### src/rtl/cpu19_pkg.sv
package cpu19_pkg;
  localparam int XLEN = 19;
  localparam int ILEN = 32;
  localparam int OPW  = 5;
  localparam int NREG = 16;
  localparam int RAW  = $clog2(NREG);

  typedef logic [XLEN-1:0] word_t;

  typedef enum logic [1:0] {
    PH_RESET  = 2'd0,
    PH_FETCH  = 2'd1,
    PH_DECODE = 2'd2,
    PH_EXEC   = 2'd3
  } phase_e;

  typedef struct packed {
    logic [OPW-1:0] op;
    logic [RAW-1:0] rd;
    logic [RAW-1:0] rs;
    word_t          imm;
  } instr_t;

  localparam logic [OPW-1:0] OP_NOT  = 5'b00000;
  localparam logic [OPW-1:0] OP_AND  = 5'b00001;
  localparam logic [OPW-1:0] OP_OR   = 5'b00010;
  localparam logic [OPW-1:0] OP_XOR  = 5'b00011;
  localparam logic [OPW-1:0] OP_ADD  = 5'b00100;
  localparam logic [OPW-1:0] OP_SUB  = 5'b00101;
  localparam logic [OPW-1:0] OP_MUL  = 5'b00110;
  localparam logic [OPW-1:0] OP_DIV  = 5'b00111;
  localparam logic [OPW-1:0] OP_INC  = 5'b01000;
  localparam logic [OPW-1:0] OP_DEC  = 5'b01001;
  localparam logic [OPW-1:0] OP_JMP  = 5'b01100;
  localparam logic [OPW-1:0] OP_BEQ  = 5'b01101;
  localparam logic [OPW-1:0] OP_BNE  = 5'b01110;
  localparam logic [OPW-1:0] OP_CALL = 5'b01111;
  localparam logic [OPW-1:0] OP_RET  = 5'b10000;
  localparam logic [OPW-1:0] OP_LD   = 5'b10001;
  localparam logic [OPW-1:0] OP_ST   = 5'b10010;

  // Opcodes that write an arithmetic/logic result into rd.
  function automatic logic op_is_alu(logic [OPW-1:0] op);
    return op <= OP_DEC;
  endfunction

  // Effective operand: base register plus immediate, wrapping at 2^19.
  function automatic word_t eff_operand(word_t base, word_t off);
    return base + off;
  endfunction

  function automatic word_t pc_step(word_t pc);
    return pc + 1'b1;
  endfunction

  // a = reg[rd], b = reg[rs] + imm
  function automatic word_t alu_calc(logic [OPW-1:0] op, word_t a, word_t b);
    word_t r;
    case (op)
      OP_NOT:  r = ~b;
      OP_AND:  r = a & b;
      OP_OR:   r = a | b;
      OP_XOR:  r = a ^ b;
      OP_ADD:  r = a + b;
      OP_SUB:  r = a - b;
      OP_MUL:  r = a * b;
      OP_DIV:  r = (b == '0) ? '1 : a / b;
      OP_INC:  r = b + 1'b1;
      OP_DEC:  r = b - 1'b1;
      default: r = a;
    endcase
    return r;
  endfunction
endpackage

### src/rtl/cpu19_seq.sv
module cpu19_seq
  import cpu19_pkg::*;
(
  input  logic clk,
  input  logic rst,
  output logic in_fetch,
  output logic in_decode,
  output logic in_exec
);
  phase_e phase_q;

  always_ff @(posedge clk) begin
    if (rst) begin
      phase_q <= PH_RESET;
    end else begin
      case (phase_q)
        PH_RESET:  phase_q <= PH_FETCH;
        PH_FETCH:  phase_q <= PH_DECODE;
        PH_DECODE: phase_q <= PH_EXEC;
        default:   phase_q <= PH_FETCH;
      endcase
    end
  end

  assign in_fetch  = (phase_q == PH_FETCH);
  assign in_decode = (phase_q == PH_DECODE);
  assign in_exec   = (phase_q == PH_EXEC);

  assert_exec_to_fetch_R1: assert property (@(posedge clk) disable iff (rst)
    in_exec |=> in_fetch);
  assert_fetch_to_decode_R1: assert property (@(posedge clk) disable iff (rst)
    in_fetch |=> in_decode);
endmodule

### src/rtl/cpu19_regfile.sv
module cpu19_regfile #(
  parameter int N = 16,
  parameter int W = 19,
  localparam int AW = $clog2(N)
) (
  input  logic          clk,
  input  logic          rst,
  input  logic [AW-1:0] ra_a,
  input  logic [AW-1:0] ra_b,
  output logic [W-1:0]  rd_a,
  output logic [W-1:0]  rd_b,
  input  logic          we,
  input  logic [AW-1:0] wa,
  input  logic [W-1:0]  wd
);
  logic [W-1:0] regs [N];
  logic         wr_hit;

  assign wr_hit = we && (wa != '0);

  always_ff @(posedge clk) begin
    if (rst) begin
      for (int i = 0; i < N; i++) regs[i] <= '0;
    end else if (wr_hit) begin
      regs[wa] <= wd;
    end
  end

  assign rd_a = regs[ra_a];
  assign rd_b = regs[ra_b];

  assert_zero_reg_R3: assert property (@(posedge clk) disable iff (rst)
    (ra_a == '0) |-> (rd_a == '0));
endmodule

### src/rtl/cpu19_retstack.sv
module cpu19_retstack #(
  parameter int DEPTH = 8,
  parameter int W = 19,
  localparam int PW = $clog2(DEPTH),
  localparam int CW = $clog2(DEPTH + 1)
) (
  input  logic         clk,
  input  logic         rst,
  input  logic         push,
  input  logic         pop,
  input  logic [W-1:0] push_val,
  output logic [W-1:0] top_val,
  output logic         nonempty
);
  logic [W-1:0]  slots [DEPTH];
  logic [PW-1:0] ptr_q, ptr_inc, ptr_dec;
  logic [CW-1:0] cnt_q;
  logic          full;

  assign ptr_inc  = (ptr_q == PW'(DEPTH - 1)) ? '0 : ptr_q + 1'b1;
  assign ptr_dec  = (ptr_q == '0) ? PW'(DEPTH - 1) : ptr_q - 1'b1;
  assign full     = (cnt_q == CW'(DEPTH));
  assign nonempty = (cnt_q != '0);
  assign top_val  = slots[ptr_dec];

  always_ff @(posedge clk) begin
    if (rst) begin
      ptr_q <= '0;
      cnt_q <= '0;
    end else if (push) begin
      ptr_q <= ptr_inc;
      if (!full) cnt_q <= cnt_q + 1'b1;
    end else if (pop && nonempty) begin
      ptr_q <= ptr_dec;
      cnt_q <= cnt_q - 1'b1;
    end
  end

  always_ff @(posedge clk) begin
    if (push) slots[ptr_q] <= push_val;
  end

  assert_depth_bound_R8: assert property (@(posedge clk) disable iff (rst)
    cnt_q <= CW'(DEPTH));
  assert_full_saturates_R8: assert property (@(posedge clk) disable iff (rst)
    (push && full) |=> full);
endmodule

### src/rtl/cpu19_core.sv
module cpu19_core
  import cpu19_pkg::*;
#(
  parameter int RSTACK_DEPTH = 8
) (
  input  logic            clk,
  input  logic            rst,
  output logic [XLEN-1:0] imem_addr,
  output logic            imem_re,
  input  logic [ILEN-1:0] imem_rdata,
  output logic [XLEN-1:0] dmem_addr,
  output logic [XLEN-1:0] dmem_wdata,
  output logic            dmem_we,
  output logic            dmem_re,
  input  logic [XLEN-1:0] dmem_rdata
);
  logic   in_fetch, in_decode, in_exec;
  word_t  pc_q, pc_d;
  instr_t ir_q;
  word_t  opa_q, opb_q, opc_q;
  word_t  rf_a, rf_b, rf_wd;
  logic   rf_we;
  logic   rs_push, rs_pop, rs_nonempty;
  word_t  rs_top;
  logic   is_alu, is_ld, is_st, take_jump;
  logic   ret_empty_ev;

  cpu19_seq u_seq (
    .clk      (clk),
    .rst      (rst),
    .in_fetch (in_fetch),
    .in_decode(in_decode),
    .in_exec  (in_exec)
  );

  cpu19_regfile #(.N(NREG), .W(XLEN)) u_rf (
    .clk (clk),
    .rst (rst),
    .ra_a(ir_q.rd),
    .ra_b(ir_q.rs),
    .rd_a(rf_a),
    .rd_b(rf_b),
    .we  (rf_we),
    .wa  (ir_q.rd),
    .wd  (rf_wd)
  );

  cpu19_retstack #(.DEPTH(RSTACK_DEPTH), .W(XLEN)) u_rs (
    .clk     (clk),
    .rst     (rst),
    .push    (rs_push),
    .pop     (rs_pop),
    .push_val(pc_q),
    .top_val (rs_top),
    .nonempty(rs_nonempty)
  );

  assign is_alu = op_is_alu(ir_q.op);
  assign is_ld  = (ir_q.op == OP_LD);
  assign is_st  = (ir_q.op == OP_ST);

  always_ff @(posedge clk) begin
    if (rst) begin
      pc_q  <= '0;
      ir_q  <= '0;
      opa_q <= '0;
      opb_q <= '0;
      opc_q <= '0;
    end else begin
      pc_q <= pc_d;
      if (in_fetch) ir_q <= instr_t'(imem_rdata);
      if (in_decode) begin
        opa_q <= rf_a;
        opc_q <= rf_b;
        opb_q <= eff_operand(rf_b, ir_q.imm);
      end
    end
  end

  always_comb begin
    pc_d      = pc_q;
    rs_push   = 1'b0;
    rs_pop    = 1'b0;
    take_jump = 1'b0;
    if (in_fetch) begin
      pc_d = pc_step(pc_q);
    end else if (in_exec) begin
      case (ir_q.op)
        OP_JMP:  take_jump = 1'b1;
        OP_BEQ:  take_jump = (opa_q == opc_q);
        OP_BNE:  take_jump = (opa_q != opc_q);
        OP_CALL: begin
          take_jump = 1'b1;
          rs_push   = 1'b1;
        end
        OP_RET: begin
          rs_pop = rs_nonempty;
          if (rs_nonempty) pc_d = rs_top;
        end
        default: ;
      endcase
      if (take_jump) pc_d = ir_q.imm;
    end
  end

  assign ret_empty_ev = in_exec && (ir_q.op == OP_RET) && !rs_nonempty;

  assign rf_we = in_exec && (is_alu || is_ld);
  assign rf_wd = is_ld ? dmem_rdata : alu_calc(ir_q.op, opa_q, opb_q);

  assign imem_addr  = pc_q;
  assign imem_re    = in_fetch;
  assign dmem_addr  = opb_q;
  assign dmem_wdata = opa_q;
  assign dmem_we    = in_exec && is_st;
  assign dmem_re    = in_exec && is_ld;

  assert_fetch_once_R1: assert property (@(posedge clk) disable iff (rst)
    imem_re |=> !imem_re);
  assert_pc_step_R4: assert property (@(posedge clk) disable iff (rst)
    in_fetch |=> (pc_q == $past(pc_q) + 1'b1));
  assert_ret_empty_hold_R9: assert property (@(posedge clk) disable iff (rst)
    ret_empty_ev |=> (pc_q == $past(pc_q)));
  assert_we_pulse_R10: assert property (@(posedge clk) disable iff (rst)
    dmem_we |=> (!dmem_we && imem_re));
  assert_no_rw_overlap_R10: assert property (@(posedge clk) disable iff (rst)
    !(dmem_we && dmem_re));
endmodule

### config.mk
export PLATFORM = sky130hd
export DESIGN_NAME = cpu19_core
export DESIGN_NICKNAME = d
export VERILOG_FILES = /design/src/rtl/cpu19_pkg.sv /design/src/rtl/cpu19_seq.sv /design/src/rtl/cpu19_regfile.sv /design/src/rtl/cpu19_retstack.sv /design/src/rtl/cpu19_core.sv
export SDC_FILE = /design/constraint.sdc
export NUM_CORES = 2
export LEC_CHECK = 0
export ABC_AREA = 1
export BUFFER_PORTS_ARGS = -buffer_cell sky130_fd_sc_hd__buf_4
export CAP_MARGIN = 20
export CELL_PAD_IN_SITES_DETAIL_PLACEMENT = 0
export CELL_PAD_IN_SITES_GLOBAL_PLACEMENT = 1
export CORE_ASPECT_RATIO = 0.8
export CORE_MARGIN = 4
export CORE_UTILIZATION = 49
export DETAILED_ROUTE_END_ITERATION = 10
export PLACE_DENSITY_LB_ADDON = 0.05
export SLEW_MARGIN = 20
export SYNTH_ARGS = -nofsm -noshare
export SYNTH_HDL_FRONTEND = slang
export SYNTH_SLANG_ARGS = --single-unit
### constraint.sdc
create_clock -name clk -period 36.7 [get_ports clk]
set_input_delay 5.505 -clock clk [delete_from_list [all_inputs] [get_ports clk]]
set_output_delay 5.505 -clock clk [all_outputs]
set_load 0.05 [all_outputs]
==> flow_summary.json <==
{
  "setup_viol": 0,
  "max-clock-path-buffers": 3,
  "grt_max_degree": 81,
  "drc": 0,
  "post-dp-hpwl_mm": 124,
  "syn_inst": 5862,
  "slew_viol_final": 0,
  "synth.yosys.seq_area_share_pct": 34.6,
  "htree_levels": 2,
  "placed_area_um2": 49000,
  "synthTopCellsByCount": "nand2_1 (968), inv_1 (679), nor2_1 (673), o21ai_0 (463), edfxtp_1 (456)",
  "finalWeightedCongestion": 1.03,
  "ys.flop_type": "edfxtp_1",
  "cts.sinks": 577,
  "drive_above_1_share_pct": 10.8,
  "path_clk_slew_ns": 0.07,
  "dr.pass1.iters": 8,
  "ys_warn_count": 0,
  "fin_setup_tns_ns": 0,
  "syn_area_per_cell_um2": 7.95,
  "io_buffers": 112,
  "initial_core_util_pct": 49.8,
  "worstPathArrival_ns": 33.62,
  "die_width_um": 353,
  "endpoint_kind": "flip-flop",
  "synth_top_area_cell": "edfxtp_1",
  "drtAntennaViolNets": 0,
  "area_growth_pct": 9.46,
  "async_flop_share_pct": 0,
  "grt_pass1_wl_mm": 265,
  "post-route-period-util_pct": 90.7,
  "hold_viol": 0,
  "synth-edff-count": 456,
  "fmax_ghz": 0.0300,
  "status": "finished, final reports clean",
  "ys_ff_latch": 577,
  "grtUsageTotal_pct": 34.9,
  "worstSetupPathType": "flip-flop to flip-flop",
  "first_global_vias": 39948,
  "cts_buffers": 52,
  "cp_common_cell": "nand2_1",
  "fp-row-count": 100,
  "core_um2": 93700,
  "hold_class": "flip-flop to flip-flop",
  "yosysMostFrequentCell": "nand2_1",
  "finClkSkew_ns": 0.0153,
  "finalInstanceArea_um2": 51000,
  "required_ns": 37.02,
  "slowest_stage": "ha_1",
  "crit_buf_inv": 34,
  "dr_total_vias": 43241,
  "routedWlPerCell_um": 25.3,
  "totalWireLength_mm": 182,
  "synth_top_area_share_pct": 29.4,
  "cts_tree": "built",
  "yosysUniqueCellTypes": 82,
  "clock_latency_ns": 0.62,
  "min_period_ns": 33.30,
  "num-fill-cells": 8921,
  "grt_overflow": 0,
  "crit_path_start_kind": "flip-flop",
  "ctsHoldBuffers": 0,
  "final_nets": 6454,
  "cts_root_buf": "clkbuf_16",
  "slew-limit-headroom_pct": 12.6,
  "multi_input_area_um2": 26700,
  "path_delay_family": "simple AND/OR/NAND/NOR gates",
  "detail_route.vias_per_cell": 6.02,
  "register_area_um2": 16100,
  "maxCapViolCount": 0,
  "synth.cell_area_um2": 46600,
  "worst_pin_slew_ns": 1.30,
  "critPathMaxStageDelay_ns": 0.38,
  "drt_first_iter_violations": 5492,
  "die-area_um2": 100000,
  "antenna_found_initial": 5,
  "ys_top_cells_by_area": "edfxtp_1 (29%), ha_1 (9.6%), nand2_1 (7.8%), inv_1 (5.5%), fa_1 (5.5%)",
  "die_h_um": 284,
  "ios": 113,
  "worst-path-max-fanout": 21
}
## path summary, 6_finish.rpt
check | start | endpoint | slack (ns) | cells past startpoint
setup / recovery | dmem_addr[17]$_SDFFE_PP0N_ | u_rf.regs[11][0]$_SDFFCE_PN0P_ | 3.40 | 263
hold / removal | u_rs.cnt_q[3]$_SDFFE_PP0P_ | u_rs.cnt_q[3]$_SDFFE_PP0P_ | 0.48 | 1
setup reg to reg | dmem_addr[17]$_SDFFE_PP0N_ | u_rf.regs[11][0]$_SDFFCE_PN0P_ | 3.40 | 263
hold reg to reg | u_rs.cnt_q[3]$_SDFFE_PP0P_ | u_rs.cnt_q[3]$_SDFFE_PP0P_ | 0.48 | 1
## flip-flops by register name, summed over array words and instances (netlist names), named ones only
name	count
opc_q	19
u_seq.phase_q	2
dmem_addr	19
u_rf.regs	304
u_rs.ptr_q	3
u_rs.slots	152
dmem_wdata	19
ir_q	32
u_rs.cnt_q	4
imem_addr	19
## final cells by class
cell class,instances,area share (%)
flip-flops and latches,577,31.6
repair inverters,2,0.0196
diodes,2,0.00981
clock buffers,70,2.76
inverters,718,5.34
multi-input cells,4261,52.3
clock inverters,25,0.444
well taps,1224,3.00
repair buffers,303,4.52
## per-stage QoR
step                utilization [%]  hold slack (ns)  instances  worst slack [ns]
floorplan                         -            0.443       5880              6.53
global placement               52.2            0.465       7051              1.30
detailed placement             52.2            0.471       7052             0.287
CTS                            54.0            0.489       7147             0.206
global route                   54.5            0.542       7180            -0.131
finish                         54.5            0.484       7182              3.40
## layout by cell type (no fill, tap or decap), types with 10 or more instances in the layout
cell,n
conb_1,19
clkinv_2,12
edfxtp_1,456
nor2_1,667
a21o_1,11
nand2_2,41
inv_2,29
nor4_1,24
o22ai_1,58
o21ai_0,453
ha_1,357
a21oi_1,377
o21ai_1,47
dfxtp_1,118
nor2_2,11
and2_1,18
o221ai_1,47
clkinv_1,16
a21oi_2,20
o21bai_1,25
fa_1,127
or2_2,27
buf_4,299
nor3_1,55
a31oi_1,25
nand3_1,279
nand3_2,36
nand2_1,968
a22oi_1,161
xor2_1,115
o21ai_2,20
clkbuf_16,53
xnor2_1,54
nand4_1,24
o211ai_1,23
a211oi_1,10
a221oi_1,31
clkbuf_1,15
inv_1,671
## kinds of logic (layout without fill, tap and decap cells)
logic type,after synthesis,after routing,synth area share [%]
adders and majority gates,486,486,15.1
and+or+nand+nor,2207,2207,20.4
muxes,3,3,0.0644
other,1,21,0.00804
buffers and inverters,1042,1118,8.78
xor gates and xnor gates,169,169,3.17
DFF,577,577,34.6
AOI/OAI and AO/OA,1377,1377,17.9
## routing by layer
layer	wire length (um)	vias up	part of all wire, %	global-route usage (%)
li1	-	19964	-	-
met1	79700	20720	44	51.7
met2	74100	2222	41	50.2
met3	22800	331	13	9.90
met4	4970	4	2.7	8.34
met5	105	-	0.058	0
## what timing repair did
action                                  CTS  global route
setup buffers                             0            31
gates resized for setup                   0            41
hold endpoints to repair                  0             0
endpoints found under the setup margin    0            30
Power is not shown: default switching activity piles up to over one toggle a cycle in this logic, so the estimate is an artifact.
